[src/rtl/ext_irq_pkg.sv]
package ext_irq_pkg;

    // Registered state of the interrupt unit (besides the synchronizer).
    typedef struct packed {
        logic hist1;   // previous normalized vector 1 line
        logic hist2;   // previous normalized vector 2 line
        logic pend1;   // vector 1 pending latch
        logic pend2;   // vector 2 pending latch
    } eirq_state_t;

endpackage

[src/rtl/eirq_sync.sv]
module eirq_sync #(
    parameter int W      = 1,
    parameter int STAGES = 2
) (
    input  logic         clk,
    input  logic         rst,
    input  logic [W-1:0] d,
    output logic [W-1:0] q
);
    logic [STAGES-1:0][W-1:0] stg_q;

    always_ff @(posedge clk) begin
        if (rst) begin
            stg_q <= '0;
        end else begin
            stg_q[0] <= d;
            for (int i = 1; i < STAGES; i++) begin
                stg_q[i] <= stg_q[i-1];
            end
        end
    end

    assign q = stg_q[STAGES-1];
endmodule

[src/rtl/eirq_merge.sv]
// Merges the enabled vector 2 pins onto one line and normalizes it so that
// the active edge is always a 1 -> 0 transition of 'norm'.
module eirq_merge #(
    parameter int NPIN = 8
) (
    input  logic [NPIN-1:0] pins,
    input  logic [NPIN-1:0] en,
    input  logic            pol,
    output logic            norm
);
    logic [NPIN-1:0] masked;
    logic            merged;

    for (genvar i = 0; i < NPIN; i++) begin : g_mask
        // a disabled pin drives the inactive level of the current polarity
        assign masked[i] = pol ? (pins[i] & en[i]) : (pins[i] | ~en[i]);
    end

    assign merged = pol ? (|masked) : (&masked);
    assign norm   = merged ^ pol;
endmodule

[src/rtl/eirq_pend.sv]
// Next value of one pending latch: a new edge beats an acknowledge.
module eirq_pend (
    input  logic hist,
    input  logic norm,
    input  logic pend_q,
    input  logic ack,
    input  logic hold_off,
    output logic pend_d
);
    logic edge_hit;

    assign edge_hit = hist & ~norm;
    assign pend_d   = hold_off ? 1'b0 : (edge_hit | (pend_q & ~ack));
endmodule

[src/rtl/ext_irq_unit.sv]
module ext_irq_unit
    import ext_irq_pkg::*;
#(
    parameter int NPIN        = 8,
    parameter int SYNC_STAGES = 2
) (
    input  logic            clk,
    input  logic            rst,
    input  logic            v1_pin,
    input  logic [NPIN-1:0] v2_pins,
    input  logic [NPIN-1:0] v2_en,
    input  logic            v1_level_mode,
    input  logic            edge_pol,
    input  logic            glb_en,
    input  logic            sample_stb,
    input  logic            ack1,
    input  logic            ack2,
    output logic            irq1_req,
    output logic            irq2_req,
    output logic            wake
);
    localparam int SW = NPIN + 1;

    eirq_state_t     st_d, st_q;
    logic [SW-1:0]   raw, synced;
    logic            v1_s;
    logic [NPIN-1:0] v2_s;
    logic            v1_norm, v2_norm;
    logic            pend1_nx, pend2_nx;
    logic            lvl_low;

    assign raw = {v2_pins, v1_pin};

    eirq_sync #(.W(SW), .STAGES(SYNC_STAGES)) u_sync (
        .clk (clk),
        .rst (rst),
        .d   (raw),
        .q   (synced)
    );

    assign v1_s    = synced[0];
    assign v2_s    = synced[SW-1:1];
    assign v1_norm = v1_s ^ edge_pol;

    eirq_merge #(.NPIN(NPIN)) u_merge (
        .pins (v2_s),
        .en   (v2_en),
        .pol  (edge_pol),
        .norm (v2_norm)
    );

    eirq_pend u_pend1 (
        .hist     (st_q.hist1),
        .norm     (v1_norm),
        .pend_q   (st_q.pend1),
        .ack      (ack1),
        .hold_off (v1_level_mode),
        .pend_d   (pend1_nx)
    );

    eirq_pend u_pend2 (
        .hist     (st_q.hist2),
        .norm     (v2_norm),
        .pend_q   (st_q.pend2),
        .ack      (ack2),
        .hold_off (1'b0),
        .pend_d   (pend2_nx)
    );

    always_comb begin
        st_d       = st_q;
        st_d.hist1 = v1_norm;
        st_d.hist2 = v2_norm;
        st_d.pend1 = pend1_nx;
        st_d.pend2 = pend2_nx;
    end

    always_ff @(posedge clk) begin
        if (rst) begin
            st_q <= '0;
        end else begin
            st_q <= st_d;
        end
    end

    assign lvl_low  = v1_level_mode & ~v1_s;
    assign irq1_req = glb_en & (v1_level_mode ? (sample_stb & ~v1_s) : st_q.pend1);
    assign irq2_req = glb_en & st_q.pend2;
    assign wake     = st_q.pend1 | st_q.pend2 | lvl_low;
endmodule

[config.mk]
export PLATFORM = sky130hd
export DESIGN_NAME = ext_irq_unit
export DESIGN_NICKNAME = d
export VERILOG_FILES = /design/src/rtl/ext_irq_pkg.sv /design/src/rtl/eirq_sync.sv /design/src/rtl/eirq_merge.sv /design/src/rtl/eirq_pend.sv /design/src/rtl/ext_irq_unit.sv
export SDC_FILE = /design/constraint.sdc
export NUM_CORES = 1
export LEC_CHECK = 0
export BUFFER_PORTS_ARGS = -buffer_cell sky130_fd_sc_hd__buf_2
export CORE_UTILIZATION = 30
export CTS_CLUSTER_DIAMETER = 100
export DETAILED_ROUTE_END_ITERATION = 7
export PLACE_DENSITY_LB_ADDON = 0.2
export SLEW_MARGIN = 40
export SYNTH_ARGS = -nofsm -noshare
export SYNTH_HDL_FRONTEND = slang
export SYNTH_SLANG_ARGS = --single-unit
[constraint.sdc]
create_clock -name clk -period 3.1 [get_ports clk]
set_input_delay 0.62 -clock clk [delete_from_list [all_inputs] [get_ports clk]]
set_output_delay 0.62 -clock clk [all_outputs]
set_load 0.05 [all_outputs]
---- Word-level counts from Yosys, hierarchy flattened ----
Cells that the tools add are included.
Widths: inputs -> output; s select.
cells by class
  add/subtract/negate cells ............... 0
  $mul .................................... 0
  div/mod/pow operators ................... 0
  $lt $le $gt $ge ......................... 0
  eq/ne operators ......................... 0
  shift-type cells ........................ 0
  mux-type cells .......................... 10
  bitwise gates (word level) .............. 43
  reductions and logical operators ........ 3
operators with widths
  cell              count
  $and 1x1->1       16
  $not 1->1         13
  $or 1x1->1        12
  $mux 1            10
  $reduce_and 8->1  1
  $reduce_or 8->1   1
  $reduce_or 2->1   1
  $xor 1x1->1       2
storage, ports and cells
  flip-flop bits (word level) ............. 22
  latch bits .............................. 0
  bits in writable memories ............... 0
  bits in read-only memories .............. 0
  input bits .............................. 25
  word-level logic and storage cells ...... 62
  memories kept ........................... 0

---- Logic depth before layout (Yosys ltp) ----
Gate-level depths: netlist of run 1.
  depth in word-level cells ............... 9
  mapped depth ............................ 4
  depth with buffers taken out ............ 4

---- Modules after synthesis ----
A second synthesis of run 1 with hierarchy kept.
unflattened totals
  cell total of the unflattened synthesis .. 85
  area, all modules ....................... 860.8 µm²
by module, submodules not included
  module        instances  cells an instance  area each (µm²)  sequential area each (µm²)
  eirq_sync     1          46                 556.8            360.3
  ext_irq_unit  1          15                 155.1            80.1
  eirq_merge    1          18                 106.4            0.0
  eirq_pend     2          3                  21.3             0.0

---- Worst setup path after synthesis of run 1 ----
OpenSTA, ideal clock, no wires.
  path kind ............................... input-to-output
  start ................................... input v1_level_mode
  end ..................................... output irq1_req
  data arrival time ....................... 1832 ps
  setup slack ............................. 648 ps
  stages .................................. 3
  cells stage by stage .................... inv_1 nand2_1 a21boi_0
on the way
  word-level cells in the longest chain between the ends .. 2
RTL lines
  what             RTL line            text
  start, declared  ext_irq_unit.sv:12  input logic v1_level_mode,
  $mux 1           ext_irq_unit.sv:87  assign irq1_req = glb_en & (v1_level_mode ? (sample_stb & ~v1_s) : st_q.pend1);
  $and 1x1->1      ext_irq_unit.sv:87
  end, declared    ext_irq_unit.sv:18  output logic irq1_req,
Every way passes these cells.

---- Worst setup path after layout of run 1 ----
Ends and elaborated chain as after synthesis.

==> results.sh, run 1 <==
export IMPL_hold_viol_final=0
export IMPL_grt_remaining_overflow=0
export IMPL_tightest_slew_ns=0.383
export IMPL_postCtsResizedCells=0
export IMPL_fin_cells=134
export IMPL_hold_end="u_sync.q[2]$_SDFF_PP0_"
export IMPL_multiInputGateArea_um2=303
export IMPL_p_leak_uw=0.000430
export IMPL_nets=130
export IMPL_diodes=0
export IMPL_htreeDepth=1
export IMPL_grt_usage_pct=10.6
export IMPL_worst_clock_skew_ns=0.00194
export IMPL_grt_setup_unrepaired="no"
export IMPL_synth_seq_area_share_pct=56.7
export IMPL_core_area_um2=2450
export IMPL_ios=28
export IMPL_cp_slowest_cell="buf_2"
export IMPL_met1_usage_pct=11.3
export IMPL_vdd_drop_max_v=0.000221
export IMPL_die_y_um=52.9
export IMPL_timing_reg2reg_setup_slack_ns=1.84
export IMPL_final_antenna_net_count=0
export IMPL_dr_total_vias=572
export IMPL_busiest_layer="met2"
export IMPL_timing_final_crit_share_pct=60.7
export IMPL_gp_congestion=0.805
export IMPL_max_freq_ghz=0.531
export IMPL_reg2reg_from="u_sync.q[8]$_SDFF_PP0_"
export IMPL_yosys_warnings=0
export IMPL_setup_worst_path_end_class="output port"
export IMPL_ys_seq_elements=22
export IMPL_place_ws_ns=1.21
export IMPL_ys_types=22
export IMPL_rr_worst_depth=4
export IMPL_viasPerCell=4.27
export IMPL_power_uw=503
export IMPL_final_cell_mix="27 x buf_2, 22 x dfxtp_1, 21 x nor2b_1, 7 x inv_1"
export IMPL_drt_iter0_drc=12
export IMPL_path_delay_family="buffers and inverters"
export IMPL_synth_top_area_share_pct=56.7
export IMPL_setup_violations=0
export IMPL_root_buffer="clkbuf_4"
export IMPL_first_global_vias=502
export IMPL_min_from="u_sync.stg_q[2]$_SDFF_PP0_"
export IMPL_crit_path_cell_trace="buf_2 > inv_1 > nand2_1 > a21boi_0 > buf_2"
export IMPL_min_period_ns=1.88
export IMPL_yosysTopAreaCell="dfxtp_1"
export IMPL_cts_sinks=22
export IMPL_met2_usage_pct=16.9
export IMPL_grt_pass1_wl_mm=2.02
export IMPL_yosys_top_cells_area="dfxtp_1 57%, nor2b_1 17%, inv_1 3.4%"
export IMPL_path_class="primary input to output port"
export IMPL_rows=18
export IMPL_r2r_end="st_q[0]$_SDFF_PP0_"
export IMPL_cap_violations=0
export IMPL_critPathMaxStageDelay_ns=0.28
export IMPL_syn_nets=100
export IMPL_synthCells=75
export IMPL_clkLatencyLatePin_ns=0.29
export IMPL_whs_path_depth=1
export IMPL_worst_ep_arrival_time_ns=1.26
export IMPL_cp_required_ns=2.48
export IMPL_worst_path_max_fanout=3
export IMPL_port_buffers=27
export IMPL_avgSynthCellArea_um2=10.4
export IMPL_seq_area_um2=440
export IMPL_critPathMostFrequentCell="buf_2"
export IMPL_grtUsageMet3_pct=4.02
export IMPL_dieArea_um2=2800
export IMPL_cts_tree="yes"
export IMPL_outcome="finished, final reports clean"
export IMPL_dieWidth_um=52.9
export IMPL_area_growth_pct=25.9
export IMPL_clock_path_buffers=2
export IMPL_numCtsBuffers=3
export IMPL_start_kind="primary input"
export IMPL_route_detailed_drc=0
export IMPL_crit_buf_inv=3
export IMPL_syn_area_um2=777
export IMPL_slew_headroom_pct=74.5
export IMPL_clk_pin_slew_ns=0.11
export IMPL_tns_ns=0
export IMPL_post_cts_setup_buffers=0
export IMPL_final_common_cell="buf_2"
export IMPL_hold_path_class="flop to flop"
export IMPL_cts_hold_buf=0
export IMPL_finish_utilization_pct=39.9
export IMPL_wl_per_cell_um=8.75
export IMPL_start_util_pct=31.7
export IMPL_place_inst=130
export IMPL_setup_ws_ns=1.22
export IMPL_drive_gt1_share_pct=32.7
export IMPL_firstDrtPassIters=4
export IMPL_finalMaxSlewViolations=0
export IMPL_num_fill_cells=249
export IMPL_grt_max_degree=24
export IMPL_antenna_found_initial=0
export IMPL_routed_wl_mm=1.17
export IMPL_p_per_area_nw_per_um2=514
[Yosys cell counts]
| library cell | n |
|---|---|
| nor2b_1 | 21 |
| a21boi_0 | 1 |
| a2111oi_2 | 1 |
| a21oi_1 | 3 |
| nor3b_1 | 1 |
| nor2_1 | 2 |
| a22o_1 | 1 |
| inv_1 | 7 |
| clkbuf_1 | 2 |
| a221oi_2 | 1 |
| a41o_1 | 1 |
| and2_1 | 1 |
| nand2_1 | 2 |
| nand4_1 | 1 |
| xnor2_1 | 1 |
| nand3b_1 | 1 |
| o21ai_0 | 1 |
| dfxtp_1 | 22 |
| nor3_1 | 1 |
| nor2b_4 | 1 |
| nand3_1 | 1 |
| a222oi_1 | 2 |
[power breakdown]
| part | internal, uW | leakage, uW | total [uW] | switching, uW |
|---|---|---|---|---|
| combinational | 27.4 | 0.000227 | 55.0 | 27.6 |
| clock | 71.5 | 0.0000210 | 147 | 75.3 |
| sequential | 296 | 0.000182 | 301 | 4.81 |
[metrics by stage]
| step | cell area (um^2) | hold WS [ns] |
|---|---|---|
| final | 978 | 0.446 |
| after global routing | 978 | 0.462 |
| after CTS | 978 | 0.451 |
| after detailed placement | 942 | 0.423 |
| after global placement | 942 | 0.419 |
| after floorplan | 777 | 0.414 |
[cell type report]
class,count,area share [%]
clock buffer,4,3.71
sequential,22,45.0
tap,30,3.84
timing repair buffer,27,13.8
inverter,7,2.69
multi-input combinational,44,30.9
[how the worst max path moves through the flow]
stage | start | to | slack, ns | depth (start not counted)
3_3_place_gp | v1_level_mode | irq1_req | 1.24 | 5
5_1_grt | u_sync.q[0]$_SDFF_PP0_ | irq1_req | 1.11 | 3
3_5_place_dp | v1_level_mode | irq1_req | 1.21 | 5
6_report | v1_level_mode | irq1_req | 1.22 | 5
4_1_cts | v1_level_mode | irq1_req | 1.21 | 5
2_1_floorplan | v1_level_mode | irq1_req | 0.65 | 3
[worst reg2reg max path, delay by kind of cell, from the launching register on]
| family | cells | cell delay (ns) |
|---|---|---|
| AOI/OAI and AO/OA | 2 | 0.59 |
| DFF | 1 | 0.38 |
| and+or+nand+nor | 2 | 0.20 |
[flip-flops by register name, summed over array words and instances, names as in the netlist]
signal,flops
u_sync.q,9
st_q,4
u_sync.stg_q,9
[routing by layer]
metal | wire length [um] | share of wire, % | vias up
li1 | - | - | 304
met1 | 498 | 42 | 248
met2 | 557 | 48 | 16
met3 | 85 | 7.3 | 4
met4 | 30 | 2.6 | 0
met5 | 0 | 0 | -
[logic make-up (layout without fill, tap and decap cells)]
family | Yosys count | count (layout) | share of synthesized area, %
xor gates and xnor gates | 1 | 1 | 1.13
buffers and inverters | 9 | 38 | 4.35
and+or+nand+nor | 32 | 32 | 25.4
AOI/OAI and AO/OA | 11 | 11 | 12.4
DFF | 22 | 22 | 56.7
(Power assumes the default switching activity.)
==> run 2, diff against run 1 <==
--- a/config.mk
+++ b/config.mk
@@ -5,6 +5,7 @@
 export SDC_FILE = /design/constraint.sdc
 export NUM_CORES = 1
 export LEC_CHECK = 0
+export ABC_AREA = 1
 export BUFFER_PORTS_ARGS = -buffer_cell sky130_fd_sc_hd__buf_2
 export CORE_UTILIZATION = 30
 export CTS_CLUSTER_DIAMETER = 100
==> constraint.sdc (replaced) <==
create_clock -name clk -period 1.95 [get_ports clk]
set_input_delay 0.39 -clock clk [delete_from_list [all_inputs] [get_ports clk]]
set_output_delay 0.39 -clock clk [all_outputs]
set_load 0.05 [all_outputs]
==> run 2 against run 1 <==
  * The flow now finishes with violations (DRC)
  * Highest routed layer unchanged
  * Clock power increased by 65%
  * Largest power group unchanged
  * Synthesized area rose by 19%
  * Cell area increased by 14%
  * First-iteration DRC count rose to 3.1 times the previous value
  * Final cell count up 43%
  * Critical endpoint unchanged
  * Largest cell class unchanged
  * Synthesized cell count increased by 77%
  * Non-clock buffer count unchanged
  * Critical path type is now flop to output port
  * Worst setup slack lost 0.87 ns
==> results.sh, run 2 <==
export IMPL_drive_gt1_share_pct=24.2
export IMPL_cp_required_ns=1.56
export IMPL_whs_path_depth=2
export IMPL_slew_headroom_pct=74.5
export IMPL_synth_edf_count=0
export IMPL_htreeDepth=1
export IMPL_reg2reg_from="u_sync.q[7]$_SDFF_PP0_"
export IMPL_synth_common_cells="33 x inv_1, 31 x nor2_1, 22 x dfxtp_1, 22 x nand2_1, 5 x o21ai_1"
export IMPL_route_detailed_drc=1
export IMPL_worst_ep_arrival_time_ns=1.22
export IMPL_r2r_end="st_q[0]$_SDFF_PP0_"
export IMPL_finish_utilization_pct=39.4
export IMPL_cp_slowest_cell="dfxtp_1"
export IMPL_synthCells=133
export IMPL_viasPerCell=3.92
export IMPL_final_common_cell="inv_1"
export IMPL_outcome="finished, violations left"
export IMPL_setup_violations=0
export IMPL_syn_nets=158
export IMPL_synth_seq_area_share_pct=47.8
export IMPL_final_cell_mix="33 x inv_1, 31 x nor2_1, 27 x buf_2, 22 x nand2_1, 22 x dfxtp_1"
export IMPL_start_util_pct=32.6
export IMPL_p_per_area_nw_per_um2=736
export IMPL_worst_clock_skew_ns=0.00767
export IMPL_finalMaxSlewViolations=0
export IMPL_dr_total_vias=752
export IMPL_ys_flop_type="dfxtp_1"
export IMPL_cts_hold_buf=0
export IMPL_vdd_drop_max_v=0.000266
export IMPL_hold_path_class="primary input to flop"
export IMPL_synth_most_common_cell="inv_1"
export IMPL_grt_usage_pct=9.82
export IMPL_yosys_top_cells_area="dfxtp_1 48%, inv_1 13%, nor2_1 13%"
export IMPL_clkLatencyLatePin_ns=0.30
export IMPL_postCtsResizedCells=0
export IMPL_rows=19
export IMPL_wl_per_cell_um=7.73
export IMPL_fin_area_um2=1110
export IMPL_grt_setup_unrepaired="no"
export IMPL_start_kind="flop"
export IMPL_cts_sinks=22
export IMPL_routed_wl_mm=1.48
export IMPL_max_freq_ghz=0.623
export IMPL_die_y_um=57.4
export IMPL_root_buffer="clkbuf_4"
export IMPL_path_class="flop to output port"
export IMPL_avgSynthCellArea_um2=6.93
export IMPL_tightest_slew_ns=0.383
export IMPL_ios=28
export IMPL_min_period_ns=1.61
export IMPL_clk_pin_slew_ns=0.11
export IMPL_dieWidth_um=57.4
export IMPL_drt_iter0_drc=37
export IMPL_port_buffers=27
export IMPL_hold_viol_final=0
export IMPL_hold_end="st_q[1]$_SDFF_PP0_"
export IMPL_tns_ns=0
export IMPL_dpl_hpwl_mm=1.13
export IMPL_post_cts_setup_buffers=0
export IMPL_grt_max_degree=23
export IMPL_gp_congestion=0.715
export IMPL_timing_reg2reg_setup_slack_ns=0.95
export IMPL_async_reset_ff_share_pct=0
export IMPL_dieArea_um2=3300
export IMPL_nets=187
export IMPL_diodes=0
export IMPL_min_from="v1_level_mode"
export IMPL_dpl_cell_area_um2=1080
export IMPL_yosysTopAreaCell="dfxtp_1"
export IMPL_numCtsBuffers=3
export IMPL_crit_path_cell_trace="inv_1 > nand2_1 > o22ai_1 > and2_1 > buf_2"
export IMPL_area_growth_pct=20.8
export IMPL_ys_types=20
export IMPL_ys_seq_elements=22
export IMPL_final_antenna_net_count=0
export IMPL_core_area_um2=2830
export IMPL_clock_path_buffers=2
export IMPL_rr_worst_depth=7
export IMPL_cap_violations=0
export IMPL_timing_final_crit_share_pct=82.3
export IMPL_syn_area_um2=922
export IMPL_worst_path_max_fanout=2
export IMPL_synth_top_area_share_pct=47.8
export IMPL_cp_startpoint="u_sync.q[0]$_SDFF_PP0_"
export IMPL_setup_worst_path_end_class="output port"
export IMPL_grt_pass1_wl_mm=2.50
export IMPL_firstDrtPassIters=6
export IMPL_p_leak_uw=0.000607
export IMPL_grt_remaining_overflow=0
export IMPL_antenna_found_initial=0
export IMPL_yosys_warnings=0
export IMPL_failed_checks="DRC"
export IMPL_first_global_vias=642
export IMPL_cts_tree="yes"
export IMPL_critPathMaxStageDelay_ns=0.34
[run 2: stage by stage]
step,hold WS [ns],setup WS (ns),total power [uW],cells
6_report,0.274,0.344,819,192
3_5_place_dp,0.393,0.515,590,188
5_1_grt,0.255,0.237,875,192
2_1_floorplan,0.388,0.604,551,133
4_1_cts,0.262,0.316,834,192
3_3_place_gp,0.392,0.546,587,188
[run 2: power by group]
group          leakage (uW)  switching, uW  internal (uW)
Combinational      0.000405           59.4           42.9
Sequential         0.000182           5.82            469
Clock             0.0000210            128            114
[run 2: routing by layer]
| metal | track usage, % | routed length, um | share of wire, % | vias up |
|---|---|---|---|---|
| met4 | 5.23 | 19 | 1.3 | 0 |
| met3 | 2.04 | 70 | 4.7 | 2 |
| met2 | 15.8 | 692 | 47 | 13 |
| li1 | - | - | - | 436 |
| met5 | 0 | 0 | 0 | - |
| met1 | 12.3 | 702 | 47 | 301 |
[run 2: how the worst max path moves through the flow]
stage | end | slack, ns | cells after the start
6_report | irq1_req | 0.34 | 5
5_1_grt | irq1_req | 0.24 | 5
4_1_cts | irq1_req | 0.32 | 5
3_5_place_dp | irq1_req | 0.52 | 5
3_3_place_gp | irq1_req | 0.55 | 4
2_1_floorplan | irq1_req | 0.60 | 3
[run 2: cell type report]
cell class	count	area (um^2)
sequential	22	440
fill	330	1720
timing repair buffer	27	135
inverter	33	124
tap	31	38.8
multi-input combinational	75	339
clock buffer	4	36.3
[run 2: kinds of logic after synthesis]
logic type	share of synthesized area, %
simple gates	29.4
flops	47.8
compound gates	6.38
xor+xnor	0.950
buf+inv	15.5
[run 2: worst max-delay path, delay by kind of cell, from the launching register on]
| family | cells | cell delay [ns] |
|---|---|---|
| AOI/OAI and AO/OA | 1 | 0.10 |
| and+or+nand+nor | 2 | 0.18 |
| buffers and inverters | 2 | 0.30 |
| DFF | 1 | 0.34 |
==> run 3, diff against run 2 <==
==> constraint.sdc (replaced) <==
create_clock -name clk -period 1.6 [get_ports clk]
set_input_delay 0.32 -clock clk [delete_from_list [all_inputs] [get_ports clk]]
set_output_delay 0.32 -clock clk [all_outputs]
set_load 0.05 [all_outputs]
==> run 3 against run 2 <==
  * The run still ends with DRC left
  * Wire length fell by 1.1%
  * Die area did not move
  * Non-clock buffer count is the same
  * Sequential power up 22%
  * First-iteration DRC count is 30% lower
  * Global-route usage is essentially flat
  * Register-to-register slack got worse by 0.34 ns
  * Critical path depth unchanged
==> results.sh, run 3 (synthesis results as in run 2) <==
export IMPL_dr_total_vias=765
export IMPL_area_growth_pct=22.8
export IMPL_r2r_end="st_q[0]$_SDFF_PP0_"
export IMPL_start_kind="flop"
export IMPL_timing_final_crit_share_pct=93.3
export IMPL_min_period_ns=1.49
export IMPL_min_from="v1_level_mode"
export IMPL_gp_congestion=0.674
export IMPL_p_seq_share_pct=51.8
export IMPL_grt_pass1_wl_mm=2.45
export IMPL_num_fill_cells=309
export IMPL_cts_sinks=22
export IMPL_dpl_hpwl_mm=1.11
export IMPL_start_util_pct=32.6
export IMPL_cap_violations=0
export IMPL_nets=187
export IMPL_drive_gt1_share_pct=24.2
export IMPL_ios=28
export IMPL_drt_iter0_drc=26
export IMPL_p_per_area_nw_per_um2=987
export IMPL_setup_violations=0
export IMPL_tightest_slew_ns=0.398
export IMPL_tns_ns=0
export IMPL_final_antenna_net_count=0
export IMPL_dieWidth_um=57.4
export IMPL_htreeDepth=1
export IMPL_first_global_vias=643
export IMPL_final_cell_mix="33 x inv_1, 31 x nor2_1, 26 x buf_2, 22 x nand2_1, 22 x dfxtp_1"
export IMPL_grt_setup_unrepaired="no"
export IMPL_cp_slowest_cell="dfxtp_1"
export IMPL_hold_path_class="primary input to flop"
export IMPL_cp_required_ns=1.28
export IMPL_cts_tree="yes"
export IMPL_path_class="flop to output port"
export IMPL_power_frac_comb_pct=11.2
export IMPL_swShare_pct=21.5
export IMPL_outcome="finished, violations left"
export IMPL_rr_worst_depth=8
export IMPL_vdd_drop_max_v=0.000550
export IMPL_timing_reg2reg_setup_slack_ns=0.61
export IMPL_port_buffers=27
export IMPL_worst_path_max_fanout=2
export IMPL_clkPwrFrac_pct=37.0
export IMPL_antenna_found_initial=0
export IMPL_dieArea_um2=3300
export IMPL_power_internal_uw=878
export IMPL_clk_pin_slew_ns=0.12
export IMPL_grt_usage_pct=9.87
export IMPL_grt_remaining_overflow=0
export IMPL_whs_path_depth=2
export IMPL_crit_path_cell_trace="inv_1 > nand2_1 > o22ai_1 > and2_1 > buf_4"
export IMPL_finalMaxSlewViolations=0
export IMPL_critPathMaxStageDelay_ns=0.34
export IMPL_failed_checks="DRC"
export IMPL_switchingPower_uw=240
export IMPL_rows=19
export IMPL_slew_headroom_pct=73.5
export IMPL_viasPerCell=3.98
export IMPL_wl_per_cell_um=7.65
export IMPL_p_leak_uw=0.000614
export IMPL_diodes=0
export IMPL_seq_area_um2=440
export IMPL_worst_clock_skew_ns=0.00273
export IMPL_cts_hold_buf=0
export IMPL_hold_viol_final=0
export IMPL_firstDrtPassIters=6
export IMPL_post_cts_setup_buffers=0
export IMPL_multiInputGateArea_um2=339
export IMPL_worst_ep_arrival_time_ns=1.17
export IMPL_hold_end="st_q[1]$_SDFF_PP0_"
export IMPL_die_y_um=57.4
export IMPL_route_detailed_drc=1
export IMPL_numCtsBuffers=3
export IMPL_clkLatencyLatePin_ns=0.30
export IMPL_grt_max_degree=23
export IMPL_reg2reg_from="u_sync.q[7]$_SDFF_PP0_"
export IMPL_routed_wl_mm=1.47
export IMPL_setup_worst_path_end_class="output port"
export IMPL_holdWs_ns=0.196
export IMPL_final_common_cell="inv_1"
export IMPL_core_area_um2=2830
export IMPL_root_buffer="clkbuf_4"
export IMPL_clock_path_buffers=2
export IMPL_max_freq_ghz=0.670
==> run 3: cell count changes in the layout (fill, tap and decap cells not counted), sizes merged <==
cell    change
bufinv      +1
clkbuf      -1
==> run 3: what timing repair did <==
action	4_1_cts	5_1_grt
gates resized for setup	0	2
endpoints found under the setup margin	0	1
hold endpoints to repair	0	0
==> run 3: metal layers <==
metal	vias up	track usage [%]	part of all wire (%)	wire, um
met3	2	2.72	4.6	67
met2	11	16.1	48	702
li1	436	-	-	-
met5	-	0	0	0
met4	0	7.32	1.4	21
met1	316	10.9	46	677
==> run 3: power by group through the flow <==
stage | combinational, uW | clock [uW] | sequential, uW
floorplan | 81.2 | 0 | 590
global placement | 123 | 0 | 592
detailed placement | 126 | 0 | 592
CTS | 127 | 430 | 580
global route | 145 | 447 | 582
finish | 125 | 413 | 579
==> run 3: cell type report <==
type                            instances  area share [%]
Multi-Input combinational cell         75            29.9
Clock inverter                          1            2.65
Timing Repair Buffer                   27            12.2
Clock buffer                            3            1.99
Sequential cell                        22            38.9
Tap cell                               31            3.43
Inverter                               33            10.9
==> run 3: how the worst max path moves through the flow <==
stage               slack [ns]                    from  depth (start not counted)  endpoint
floorplan                 0.37  u_sync.q[0]$_SDFF_PP0_                          4  irq1_req
CTS                       0.02  u_sync.q[0]$_SDFF_PP0_                          5  irq1_req
finish                    0.11  u_sync.q[0]$_SDFF_PP0_                          5  irq1_req
detailed placement        0.30           v1_level_mode                          5  irq1_req
global placement          0.34           v1_level_mode                          4  irq1_req
global route              0.02  u_sync.q[0]$_SDFF_PP0_                          5  irq1_req
==> run 3: per-stage QoR <==
stage	worst slack, ns	util (%)	power [uW]	std cells	instance area [um^2]
CTS	0.0155	39.9	1140	192	1130
finish	0.107	40.0	1120	192	1130
global route	0.0204	40.0	1170	192	1130
global placement	0.337	38.1	714	188	1080
floorplan	0.373	-	671	133	922
detailed placement	0.299	38.1	718	188	1080
==> run 3: critical path: cells and delay by family (launching register included) <==
kind | cells | cell delay [ns]
AO/OA/AOI/OAI | 1 | 0.10
AND/OR/NAND/NOR | 2 | 0.20
buffers and inverters | 2 | 0.24
flip-flops | 1 | 0.34
